**src/rtl/i2cseq_pkg.sv**
```systemverilog
// Shared types for the I2C transfer sequencer.
// Assumes: one transfer at a time, events are single-cycle pulses.
package i2cseq_pkg;
    typedef enum logic [2:0] {
        ST_IDLE = 3'd0,  // no transfer, events ignored
        ST_ARM  = 3'd1,  // start requested, awaiting start-sent
        ST_ADDR = 3'd2,  // address byte written, awaiting ack/nack
        ST_TXF  = 3'd3,  // awaiting a transmit byte from the source
        ST_TXW  = 3'd4,  // data byte written, awaiting transfer finished
        ST_RX   = 3'd5,  // awaiting received bytes
        ST_FIN  = 3'd6   // last byte read, awaiting transfer finished
    } seq_st_t;

    typedef struct packed {
        logic start_done;
        logic addr_ack;
        logic addr_nack;
        logic rx_full;
        logic xfer_done;
    } seq_ev_t;
endpackage

```
**src/rtl/i2cseq_evchk.sv**
```systemverilog
// Event screen: flags engine events that the current state does not expect.
// Assumes: events in ST_IDLE are ignored by the caller, so none are flagged there.
module i2cseq_evchk
    import i2cseq_pkg::*;
(
    input  seq_st_t st,
    input  seq_ev_t ev,
    output logic    any_ev,
    output logic    unexp
);
    seq_ev_t allow;

    // Select the set of events the present state accepts.
    always_comb begin
        allow = '0;
        case (st)
            ST_ARM:         allow.start_done = 1'b1;
            ST_ADDR: begin
                allow.addr_ack  = 1'b1;
                allow.addr_nack = 1'b1;
            end
            ST_TXW, ST_FIN: allow.xfer_done = 1'b1;
            ST_RX:          allow.rx_full = 1'b1;
            default:        allow = '0;
        endcase
    end

    // Any event outside the accepted set counts as unexpected when active.
    always_comb begin
        any_ev = |ev;
        unexp  = (st != ST_IDLE) && (|(ev & ~allow));
    end
endmodule

```
**src/rtl/i2cseq_head.sv**
```systemverilog
// Byte position counter for one transfer, with end-of-transfer flags.
// Assumes: head never passes len; clr and inc are not asserted together.
module i2cseq_head #(
    parameter int LEN_W = 8
) (
    input  logic             clk,
    input  logic             rst_n,
    input  logic             clr,
    input  logic             inc,
    input  logic [LEN_W-1:0] len,
    output logic [LEN_W-1:0] head,
    output logic             at_last,
    output logic             all_done,
    output logic             near_end
);
    localparam logic [LEN_W-1:0] TWO = LEN_W'(2);

    logic [LEN_W-1:0] left;

    // Count bytes moved since the transfer began.
    always_ff @(posedge clk) begin
        if (!rst_n)   head <= '0;
        else if (clr) head <= '0;
        else if (inc) head <= head + 1'b1;
    end

    // Derive remaining-byte flags from the head position.
    always_comb begin
        left     = len - head;
        at_last  = (head + 1'b1) == len;
        all_done = head == len;
        near_end = left <= TWO;
    end


    head_range_chk: assert property (@(posedge clk) disable iff (!rst_n)
        inc |=> (head == $past(head) + 1'b1));
endmodule

```
**src/rtl/i2c_xfer_seq.sv**
```systemverilog
// I2C master transfer sequencer: runs one write or read transfer through a
// byte-level bus engine using start/stop/write commands and engine events.
// Assumes: engine events are single-cycle pulses; a request is only taken
// when idle; a repeated start at the end leaves the bus to the next request.
module i2c_xfer_seq
    import i2cseq_pkg::*;
#(
    parameter int LEN_W = 8
) (
    input  logic             clk,
    input  logic             rst_n,
    input  logic             req_valid,
    input  logic [6:0]       req_addr,
    input  logic             req_read,
    input  logic [LEN_W-1:0] req_len,
    input  logic             req_restart,
    output logic             busy,
    input  logic [7:0]       tx_data,
    input  logic             tx_valid,
    output logic             tx_ready,
    output logic [7:0]       rx_data,
    output logic [LEN_W-1:0] rx_index,
    output logic             rx_valid,
    output logic             done,
    output logic             err_unexp,
    output logic             err_nack,
    output logic             err_len,
    output logic             eng_start,
    output logic             eng_stop,
    output logic             eng_wr,
    output logic [7:0]       eng_wdata,
    output logic             eng_ack_en,
    input  logic [7:0]       eng_rdata,
    input  logic             ev_start_done,
    input  logic             ev_addr_ack,
    input  logic             ev_addr_nack,
    input  logic             ev_rx_full,
    input  logic             ev_xfer_done
);
    localparam logic [LEN_W-1:0] LEN_TWO = LEN_W'(2);

    seq_st_t          st;
    seq_ev_t          ev;
    logic             any_ev, unexp;
    logic [6:0]       addr_q;
    logic             rw_q, rs_q;
    logic [LEN_W-1:0] len_q, head;
    logic             at_last, all_done, near_end;
    logic             h_clr, h_inc;
    logic             tx_take;

    // Gather the engine events into one record.
    always_comb begin
        ev.start_done = ev_start_done;
        ev.addr_ack   = ev_addr_ack;
        ev.addr_nack  = ev_addr_nack;
        ev.rx_full    = ev_rx_full;
        ev.xfer_done  = ev_xfer_done;
    end

    i2cseq_evchk u_evchk (
        .st     (st),
        .ev     (ev),
        .any_ev (any_ev),
        .unexp  (unexp)
    );

    i2cseq_head #(.LEN_W(LEN_W)) u_head (
        .clk      (clk),
        .rst_n    (rst_n),
        .clr      (h_clr),
        .inc      (h_inc),
        .len      (len_q),
        .head     (head),
        .at_last  (at_last),
        .all_done (all_done),
        .near_end (near_end)
    );

    // Handshake and counter controls that depend on the present state.
    always_comb begin
        busy     = st != ST_IDLE;
        tx_ready = (st == ST_TXF) && !any_ev;
        tx_take  = tx_ready && tx_valid;
        h_clr    = (st == ST_IDLE) && req_valid;
        h_inc    = tx_take || ((st == ST_RX) && ev_rx_full && !unexp);
    end

    // Main transfer state machine with registered command and status pulses.
    always_ff @(posedge clk) begin
        if (!rst_n) begin
            st         <= ST_IDLE;
            addr_q     <= '0;
            rw_q       <= 1'b0;
            rs_q       <= 1'b0;
            len_q      <= '0;
            eng_start  <= 1'b0;
            eng_stop   <= 1'b0;
            eng_wr     <= 1'b0;
            eng_wdata  <= '0;
            eng_ack_en <= 1'b0;
            rx_valid   <= 1'b0;
            rx_data    <= '0;
            rx_index   <= '0;
            done       <= 1'b0;
            err_unexp  <= 1'b0;
            err_nack   <= 1'b0;
            err_len    <= 1'b0;
        end else begin
            eng_start <= 1'b0;
            eng_stop  <= 1'b0;
            eng_wr    <= 1'b0;
            rx_valid  <= 1'b0;
            done      <= 1'b0;
            err_unexp <= 1'b0;
            err_nack  <= 1'b0;
            err_len   <= 1'b0;
            if (unexp) begin
                err_unexp  <= 1'b1;
                eng_ack_en <= 1'b0;
                st         <= ST_IDLE;
            end else begin
                case (st)
                    ST_IDLE: if (req_valid) begin
                        if (req_read && req_len == '0) begin
                            err_len <= 1'b1;
                        end else begin
                            addr_q     <= req_addr;
                            rw_q       <= req_read;
                            rs_q       <= req_restart;
                            len_q      <= req_len;
                            eng_start  <= 1'b1;
                            eng_ack_en <= req_read && (req_len >= LEN_TWO);
                            st         <= ST_ARM;
                        end
                    end
                    ST_ARM: if (ev_start_done) begin
                        eng_wr    <= 1'b1;
                        eng_wdata <= {addr_q, rw_q};
                        st        <= ST_ADDR;
                    end
                    ST_ADDR: begin
                        if (ev_addr_nack) begin
                            eng_stop   <= 1'b1;
                            err_nack   <= 1'b1;
                            eng_ack_en <= 1'b0;
                            st         <= ST_IDLE;
                        end else if (ev_addr_ack) begin
                            if (rw_q) begin
                                st <= ST_RX;
                            end else if (all_done) begin
                                done      <= 1'b1;
                                eng_start <= rs_q;
                                eng_stop  <= !rs_q;
                                st        <= ST_IDLE;
                            end else begin
                                st <= ST_TXF;
                            end
                        end
                    end
                    ST_TXF: if (tx_take) begin
                        eng_wr    <= 1'b1;
                        eng_wdata <= tx_data;
                        st        <= ST_TXW;
                    end
                    ST_TXW: if (ev_xfer_done) begin
                        if (all_done) begin
                            done      <= 1'b1;
                            eng_start <= rs_q;
                            eng_stop  <= !rs_q;
                            st        <= ST_IDLE;
                        end else begin
                            st <= ST_TXF;
                        end
                    end
                    ST_RX: if (ev_rx_full) begin
                        rx_valid <= 1'b1;
                        rx_data  <= eng_rdata;
                        rx_index <= head;
                        if (near_end) eng_ack_en <= 1'b0;
                        if (at_last)  st <= ST_FIN;
                    end
                    ST_FIN: if (ev_xfer_done) begin
                        done       <= 1'b1;
                        eng_start  <= rs_q;
                        eng_stop   <= !rs_q;
                        eng_ack_en <= 1'b0;
                        st         <= ST_IDLE;
                    end
                    default: st <= ST_IDLE;
                endcase
            end
        end
    end


    done_idle_chk: assert property (@(posedge clk) disable iff (!rst_n)
        done |-> !busy);

    nack_stop_chk: assert property (@(posedge clk) disable iff (!rst_n)
        err_nack |-> (eng_stop && !busy));

    rx_src_chk: assert property (@(posedge clk) disable iff (!rst_n)
        rx_valid |-> $past(ev_rx_full));

    ack_arm_chk: assert property (@(posedge clk) disable iff (!rst_n)
        $rose(eng_ack_en) |-> $past(!busy && req_valid && req_read));

    one_cmd_chk: assert property (@(posedge clk) disable iff (!rst_n)
        $onehot0({eng_start, eng_stop, eng_wr}));

    err_idle_chk: assert property (@(posedge clk) disable iff (!rst_n)
        err_unexp |-> (!busy && !eng_start && !eng_stop && !eng_wr && !rx_valid));
endmodule

```
**config.mk**
```make
export PLATFORM = sky130hd
export DESIGN_NAME = i2c_xfer_seq
export DESIGN_NICKNAME = d
export VERILOG_FILES = /design/src/rtl/i2cseq_pkg.sv /design/src/rtl/i2cseq_evchk.sv /design/src/rtl/i2cseq_head.sv /design/src/rtl/i2c_xfer_seq.sv
export SDC_FILE = /design/constraint.sdc
export NUM_CORES = 1
export LEC_CHECK = 0
export BUFFER_PORTS_ARGS = -buffer_cell sky130_fd_sc_hd__buf_4
export CAP_MARGIN = 20
export CORE_ASPECT_RATIO = 1.1
export CORE_MARGIN = 10
export CORE_UTILIZATION = 39
export DETAILED_ROUTE_END_ITERATION = 8
export HOLD_SLACK_MARGIN = 0.05
export MAX_ROUTING_LAYER = met4
export PLACE_DENSITY = 0.7
export SKIP_LAST_GASP = 1
export SYNTH_ARGS = -nofsm -noshare
export SYNTH_HDL_FRONTEND = slang
export SYNTH_SLANG_ARGS = --single-unit
```
**constraint.sdc**
```tcl
create_clock -name clk -period 3.5 [get_ports clk]
set_input_delay 0.525 -clock clk [delete_from_list [all_inputs] [get_ports clk]]
set_output_delay 0.525 -clock clk [all_outputs]
set_load 0.02 [all_outputs]
```
After elaboration in Yosys (flattened, before gate mapping)
Cells that the tools add are included.
{ "op_classes": {"add_sub_neg": 2, "mul": 0, "div_mod_pow": 0, "n_lt_le_gt_ge": 2, "eq_ne": 19, "shift": 0, "muxes": 57, "bitwise_logic": 9, "n_reduce_logical": 30} }
{ "op_table": {"columns": ["op", "n"], "rows": [
  ["$mux W1", 35],
  ["$mux W3", 11],
  ["$pmux W3 S7", 1],
  ["$ne A2 B2 Y1 const B", 10],
  ["$eq A8 B8 Y1", 2],
  ["$mux W8", 2],
  ["$pmux W8 S2", 1],
  ["$reduce_or A5 Y1", 2],
  ["$eq A3 B3 Y1 const B", 3],
  ["$reduce_and A9 Y1", 1],
  ["$add A8 B1 Y8 const B", 1],
  ["$ge A8 B2 Y1 const B", 1],
  ["$le A8 B2 Y1 const B", 1],
  ["$logic_and A1 B1 Y1", 8],
  ["$logic_not A8 Y1", 1],
  ["$pmux W1 S4", 2],
  ["$reduce_and A4 Y1", 2],
  ["$sub A8 B8 Y8", 1],
  ["$not A1 Y1", 7],
  ["$reduce_and A7 Y1", 1],
  ["$eq A3 B2 Y1 const B", 2],
  ["$pmux W1 S3", 2],
  ["$reduce_or A2 Y1", 3],
  ["$reduce_or A3 Y1", 2],
  ["other kinds (14)", 17]
]} }
{ "word_totals": {"regBits": 61, "latchBits": 0, "ramBits": 0, "mem_bits_ro": 0, "input_bits": 42, "output_inout_bits": 35, "memories": 0} }

Logic depth before layout (Yosys ltp)
Gate-level depths: netlist (run 1).
{ "depth": {"ltp_word": 10, "depth_mapped": 9} }

Cells and area by module
Synthesis (run 1) repeated with hierarchy kept, for this count alone.
{ "hier_totals": {"hier_cells": 385, "area_unflattened_um2": 3301.9} }
{ "by_module_without_submodules": {"columns": ["module", "instances", "cells_per_inst", "area_each_um2", "seq_area_each_um2"], "rows": [
  ["i2c_xfer_seq", 1, 259, 2339.7, 1061.0],
  ["i2cseq_head", 1, 116, 904.6, 160.2],
  ["i2cseq_evchk", 1, 10, 57.6, 0.0]
]} }

Worst setup path before layout (run 1)
No wires, ideal clock.
{ "synth_path": {"path_kind": "input-to-reg", "from": "in ev_addr_nack", "to": "reg u_head.head[6]", "setup_ns": 0.121, "arrival_ns": 2.372, "t_required_ns": 3.379, "slack_ns": 1.007, "cell_stages": 7, "path_cell_list": "or3_4 -> nor4_1 -> a21bo_4 -> buf_6 -> nand4_1 -> xnor2_1 -> nor2_1"} }
{ "synth_via": {"word_cells_on_any_way": 10, "classes_between": "bitwise: 1; reduce/logical: 9"} }
{ "synth_rtl": {"columns": ["item", "line", "source"], "rows": [
  ["start, declared", "i2c_xfer_seq.sv:36", "input logic ev_addr_nack,"],
  ["$reduce_or A5 Y1", "i2cseq_evchk.sv:30", "any_ev = |ev;"],
  ["$logic_not A1 Y1", "i2c_xfer_seq.sv:83", "tx_ready = (st == ST_TXF) && !any_ev;"],
  ["$logic_and A1 B1 Y1", "i2c_xfer_seq.sv:83", null],
  ["net tx_ready", "i2c_xfer_seq.sv:20", "output logic tx_ready,"],
  ["$logic_and A1 B1 Y1", "i2c_xfer_seq.sv:84", "tx_take = tx_ready && tx_valid;"],
  ["$logic_or A1 B1 Y1", "i2c_xfer_seq.sv:86", "h_inc = tx_take || ((st == ST_RX) && ev_rx_full && !unexp);"],
  ["end signal, assigned", "i2cseq_head.sv:24", "else if (inc) head <= head + 1'b1;"],
  ["end, declared", "i2cseq_head.sv:11", "output logic [LEN_W-1:0] head,"]
]} }
The timed path passes the listed nets, and every way through them passes these cells.
A chain may end at the register's enable or synchronous reset.

Final worst setup path (run 1)
{ "layout_path": {"from": "reg st[1]", "to": "out tx_ready"} }
{ "layout_via": {"elab_chain_cells": 2} }
{ "layout_lines": {"columns": ["item", "line", "source"], "rows": [
  ["start, declared", "i2c_xfer_seq.sv:42", "seq_st_t st;"],
  ["start signal, assigned", "i2c_xfer_seq.sv:92", "st <= ST_IDLE;"],
  ["start signal, assigned", "i2c_xfer_seq.sv:121", "st <= ST_IDLE;"],
  ["start signal, assigned", "i2c_xfer_seq.sv:134", "st <= ST_ARM;"],
  ["$eq A3 B2 Y1", "i2c_xfer_seq.sv:83", null],
  ["$logic_and A1 B1 Y1", "i2c_xfer_seq.sv:83", null],
  ["end, declared", "i2c_xfer_seq.sv:20", null]
]} }
Every way passes these cells.

==> results.yml, run 1 <==
timing:
  hold_ws_ps: 433.9
  fin_crit_sh: 0.7630
  min_period_ps: 2671
  hold_viol_final: 0
  grt_setup_unrepaired: "false"
  slew_headroom: 0.3415
  tightest_slew_ps: 985.7
  setup-tns-final_ps: 0
  clock_skew_ps: 11.56
  finalMaxSlewViolations: 0
  setup_viol: 0
  fmaxAchievable_mhz: 374.4
power:
  clkPwrFrac: 0.342
  p_leak_nw: 1.893
  p_sw_frac: 0.3285
  power-per-cell-area_mw_per_mm2: 509.4
  power_switching_uw: 696.7
  comb_power_share: 0.269
  seq_power_share: 0.389
  peakVddDrop_v: 0.0002645
  power.internal_mw: 1.424
synthesis:
  synth_top_family_by_area: "simple AND/OR/NAND/NOR gates"
  yosysTopAreaCell: "dfxtp_1"
  yosysWarnings: 0
  avgSynthCellArea_um2: 8.470
  synthDistinctLibCells: 60
  synthAdderAreaFrac: 0.04609
  synthFlopType: "dfxtp_1"
  synth_cells: 391
  synth-xor-area-share: 0.04496
  synth_nets: 443
  async_reset_ff_frac: 0
  synthTopCellsByArea: "dfxtp_1 (37%), mux2i_1 (6.3%), nand2_1 (5.8%)"
  syn_area_mm2: 0.003312
  synth.top_cell.area_share: 0.3687
  synth_seq_cells: 61
  synth_enable_flop_cells: 0
  seq_area_frac_synth: 0.3687
  synth_compound_area_frac: 0.1817
  synth_simple_gate_area_frac: 0.2418
  synthMuxAreaShare: 0.06347
clock_tree:
  path_clk_slew_ps: 80
  postCtsSetupBuffers: 0
  cts.path.max_buffers: 2
  cts_tree: "yes"
  cts_hold_buf: 0
  clk_latency_ps: 340
  tritoncts.num_buffers: 9
  cts.sinks: 61
  h-tree-depth: 3
  cts-resized-gates: 0
  root_buffer: "clkbuf_8"
floorplan:
  die_x_um: 107.9
  ios: 77
  initial_core_util: 0.3980
  rows: 35
  die_h_um: 116.7
  core_area_mm2: 0.008320
  dieArea_mm2: 0.01258
worst_setup_path:
  path_max_fanout: 21
  ff2ff_path_depth: 6
  critPathLaunchType: "register"
  path_cells: "nand3b_1 -> nor4_1 -> buf_4"
  crit_family: "simple AND/OR/NAND/NOR gates"
  rrSetupSlack_ps: 940
  r2r_start: "st[0]"
  required_ps: 2970
  crit_arrival_ps: 2150
  critPathKind: "register to primary output"
  slowest_delay_ps: 750
  cp_num_buf_inv: 1
  endpoint_kind: "primary output"
  r2r_end: "u_head.head[6]"
  crit_slowest_cell: "dfxtp_1"
route:
  wl_mm: 8.814
  vias: 3060
  ant_nets: 0
  drc_errors: 0
  drtPass1Iterations: 6
  via_per_inst: 5.322
  drtIter0Drc: 192
  avgRoutedWirePerCell_um: 15.33
layout:
  fill_cells: 812
  fin_cells: 575
  area_growth_pct: 25.69
  stdcell_area_mm2: 0.004163
  diodes: 0
  drive_gt1_frac: 0.2263
  nets: 511
grt:
  grt_max_degree: 46
  grt-ovfl-total: 0
  antenna_found_initial: 0
  grt_pass1_wl_mm: 14.74
  grt_pass1_vias: 3080
  grt_usage: 0.1494
place:
  place.gp.congestion: 0.8985
  dp_cells: 559
  placed_cell_area_mm2: 0.003931
  hpwl_mm: 6.651
  port_buffers: 76
min_path:
  holdPathEnd: "rs_q"
  min_path_cells: 3
  hold_path.class: "input port to register"
  hp-start: "req_restart"
flow_run:
  cap_violations: 0
run_status:
  status: "completed"
-- placed cells by master, fill, tap and decap left out, types with 3 or more instances in the layout --
cell type / n
o21ai_0: 10
and3_1: 3
nor2b_1: 21
a21boi_0: 13
a32oi_1: 3
buf_4: 78
mux2i_1: 21
xor2_1: 4
nor3_1: 7
nand2_1: 51
nor4_1: 4
a21oi_1: 20
or3_1: 4
a31oi_1: 3
nor2_1: 30
ha_1: 9
nand4_1: 4
o31ai_1: 3
o211a_1: 8
dfxtp_1: 61
or4_1: 3
nand3_1: 7
nand3b_1: 3
clkbuf_8: 10
xnor2_1: 13
nand2b_1: 8
inv_1: 19
-- stage by stage --
stage / util / power [mW] / setup WS [ps]
after floorplan: - / 1.227 / 1007
after global placement: 0.4725 / 1.395 / 934.1
after detailed placement: 0.4725 / 1.405 / 865.7
after CTS: 0.5003 / 2.131 / 811.6
after global routing: 0.5003 / 2.248 / 709.5
final: 0.5003 / 2.121 / 829.4
-- kinds of logic (layout without fill, tap and decap cells) --
logic type                 Yosys count  after routing
and+or+nand+nor                    156            156
buffers and inverters               40            113
DFF                                 61             61
adders and majority gates           12             12
muxes                               21             21
AOI/OAI and AO/OA                   84             84
xor gates and xnor gates            17             17
-- cell type report --
class / count / area (µm²) / area share
Tap cell: 111 / 138.9 / 0.03336
Sequential cell: 61 / 1221 / 0.2934
Clock inverter: 6 / 93.84 / 0.02254
Inverter: 19 / 71.32 / 0.01713
Multi-Input combinational cell: 290 / 1914 / 0.4599
Clock buffer: 10 / 137.6 / 0.03306
Timing Repair Buffer: 78 / 585.6 / 0.1407
-- cell usage after synthesis (3+ instances only) --
| cell type | instances |
|---|---|
| mux2i_1 | 21 |
| nor2b_1 | 21 |
| inv_1 | 19 |
| nor3_1 | 7 |
| xor2_1 | 4 |
| or4_1 | 3 |
| nand2_1 | 51 |
| nor2_1 | 30 |
| ha_1 | 9 |
| o211a_1 | 8 |
| or3_1 | 4 |
| dfxtp_1 | 61 |
| a32oi_1 | 3 |
| o31ai_1 | 3 |
| nand2b_1 | 8 |
| o21ai_0 | 10 |
| a31oi_1 | 3 |
| nand3_1 | 7 |
| a21boi_0 | 13 |
| buf_2 | 9 |
| xnor2_1 | 13 |
| and3_1 | 3 |
| clkbuf_1 | 10 |
| nand3b_1 | 3 |
| nand4_1 | 4 |
| nor4_1 | 4 |
| a21oi_1 | 20 |
-- power groups by stage --
stage	registers, mW	clock network (mW)	logic, mW
6_report	0.826	0.724	0.571
5_1_grt	0.836	0.772	0.640
4_1_cts	0.824	0.739	0.568
3_5_place_dp	0.839	0	0.566
3_3_place_gp	0.839	0	0.556
2_1_floorplan	0.814	0	0.413
-- metal layers --
metal  global-route usage  part of all wire  wire length, µm
met5                    -                 0                0
met4              0.05169             0.020              180
met3              0.04470             0.080              707
met2               0.2220              0.44             3902
met1               0.1886              0.46             4023
-- state kept, by name, indices dropped and copies added (netlist names) --
signal	flops
err_len	1
eng_wr	1
st	3
rs_q	1
eng_wdata	8
addr_q	7
rx_index	8
eng_stop	1
done	1
err_unexp	1
eng_start	1
u_head.head	8
err_nack	1
rw_q	1
rx_data	8
eng_ack_en	1
len_q	8
rx_valid	1
-- worst reg2reg max path, cell delays in order (launching register included) --
cell	delay [ps]
dfxtp_1	710
inv_1	270
or4_4	780
a21bo_4	320
nand4_1	130
xnor2_1	170
nor2_1	60
-- worst max path at each step --
| stage | start | to | slack, ps | depth (start not counted) |
|---|---|---|---|---|
| after floorplan | ev_addr_nack | u_head.head[6] | 1010 | 7 |
| after global placement | req_len[4] | eng_start | 930 | 6 |
| after detailed placement | req_len[4] | eng_start | 870 | 6 |
| after CTS | st[1] | tx_ready | 810 | 3 |
| after global routing | st[1] | len_q[5] | 710 | 5 |
| final | st[1] | tx_ready | 830 | 3 |
Note: power is estimated with default switching activity, not from simulation.
==> run 2, diff against run 1 <==
==> constraint.sdc (replaced) <==
create_clock -name clk -period 2.65 [get_ports clk]
set_input_delay 0.3975 -clock clk [delete_from_list [all_inputs] [get_ports clk]]
set_output_delay 0.3975 -clock clk [all_outputs]
set_load 0.02 [all_outputs]
==> results.yml, run 2 (synthesized netlist as in run 1, its figures left out) <==
run_status:
  status: "completed"
power:
  seq_power_share: 0.398
  p_leak_nw: 1.925
  power.internal_mw: 1.761
  power-per-cell-area_mw_per_mm2: 638.5
  p_sw_frac: 0.3433
  peakVddDrop_v: 0.0002882
  comb_power_share: 0.310
  clkPwrFrac: 0.291
  power_switching_uw: 920.4
timing:
  min_period_ps: 2368
  tightest_slew_ps: 1020
  fin_crit_sh: 0.8935
  setup-tns-final_ps: 0
  grt_setup_unrepaired: "false"
  fmaxAchievable_mhz: 422.4
  slew_headroom: 0.3183
  hold_viol_final: 0
  hold_ws_ps: 302.9
  clock_skew_ps: 11.68
  setup_viol: 0
  finalMaxSlewViolations: 0
worst_setup_path:
  path_max_fanout: 16
  r2r_start: "st[2]"
  critPathLaunchType: "register"
  path_cells: "nor3_1 -> nand2_1 -> nor2b_1 -> nand2_1 -> a21boi_0"
  crit_arrival_ps: 2630
  required_ps: 2910
  critPathKind: "register to register"
  rrSetupSlack_ps: 280
  crit_slowest_cell: "nor2b_1"
  endpoint_kind: "register"
  startpoint: "st[2]"
  ff2ff_path_depth: 5
  slowest_delay_ps: 820
  r2r_end: "addr_q[0]"
  cp_common_cell: "nand2_1"
grt:
  grt-ovfl-total: 0
  use_met1: 0.1867
  grt_usage: 0.1547
  antenna_found_initial: 0
  grt_pass1_wl_mm: 15.24
  busiest_layer: "met2"
  grt_pass1_vias: 3187
  met2_usage: 0.2479
  use_met3: 0.02925
  grt_max_degree: 38
min_path:
  hp-start: "eng_rdata[5]"
  min_path_cells: 3
  holdPathEnd: "rx_data[5]"
  hold_path.class: "input port to register"
floorplan:
  initial_core_util: 0.3980
  die_x_um: 107.9
  dieArea_mm2: 0.01258
  rows: 35
  die_h_um: 116.7
  core_area_mm2: 0.008320
  ios: 77
clock_tree:
  cts-resized-gates: 0
  path_clk_slew_ps: 70
  postCtsSetupBuffers: 0
  root_buffer: "clkbuf_8"
  cts_tree: "yes"
  cts.path.max_buffers: 2
  cts.sinks: 61
  tritoncts.num_buffers: 9
  h-tree-depth: 3
  cts_hold_buf: 0
  clk_latency_ps: 350
place:
  hpwl_mm: 7.178
  port_buffers: 76
  dp_cells: 570
  place.gp.congestion: 0.9302
layout:
  area_growth_pct: 26.79
  fin_cells: 585
  fill_cells: 828
  layout_common_cells: "buf_4 (89), dfxtp_1 (61), nand2_1 (51)"
  layout_commonest_cell: "buf_4"
  nets: 522
  diodes: 0
  drive_gt1_frac: 0.2426
route:
  drtPass1Iterations: 4
  via_per_inst: 5.289
  avgRoutedWirePerCell_um: 15.88
  wl_mm: 9.291
  drc_errors: 0
  ant_nets: 0
  drtIter0Drc: 159
  vias: 3094
flow_run:
  cap_violations: 0
==> run 2: cell types whose count changed in the layout (fill, tap and decap cells not counted), sizes merged <==
cell,previous run,this run
clkinvlp,1,2
inv,20,19
clkbuf,10,12
buf,78,89
clkinv,2,1
bufinv,2,0
==> run 2: power groups by stage <==
stage               Clock [mW]  Combinational, mW  Sequential [mW]
floorplan                    0              0.546             1.07
global placement             0              0.820             1.09
detailed placement           0              0.825             1.09
CTS                      0.801              0.830             1.07
global route             0.847              0.914             1.08
finish                   0.781              0.832             1.07
==> run 2: worst max-delay path by stage <==
| stage | end | slack (ps) | depth (start not counted) |
|---|---|---|---|
| 2_1_floorplan | u_head.head[6] | 280 | 7 |
| 3_3_place_gp | st[1] | 300 | 7 |
| 3_5_place_dp | addr_q[0] | 290 | 7 |
| 4_1_cts | addr_q[0] | 310 | 5 |
| 5_1_grt | addr_q[0] | 130 | 5 |
| 6_report | addr_q[0] | 280 | 5 |
==> run 2: metrics by stage <==
stage            util  setup slack (ps)  power, mW  area (µm²)
6_report       0.5047             282.3      2.681        4199
5_1_grt        0.5047             131.0      2.840        4199
4_1_cts        0.5047             306.9      2.698        4199
3_5_place_dp   0.4824             289.5      1.913        4014
3_3_place_gp   0.4824             299.2      1.908        4014
2_1_floorplan       -             284.8      1.621        3312
==> run 2: final cells by class <==
cell class / count / area [µm²] / area share
well taps: 111 / 138.9 / 0.03308
inverters: 19 / 71.32 / 0.01698
multi-input cells: 290 / 1914 / 0.4559
clock inverters: 3 / 20.02 / 0.004768
clock buffers: 12 / 165.2 / 0.03933
flip-flops and latches: 61 / 1221 / 0.2908
repair buffers: 89 / 668.1 / 0.1591
==> run 2: routing by layer <==
metal	routed length [µm]	share of wire
met5	0	0
met2	4350	0.47
met3	522	0.056
met1	4242	0.46
met4	176	0.019
==> run 2: worst max-delay path: cells and delay by family, from the launching register on <==
kind / cells / cell delay [ps]
compound gates: 1 / 220
flops: 1 / 450
simple gates: 4 / 1600
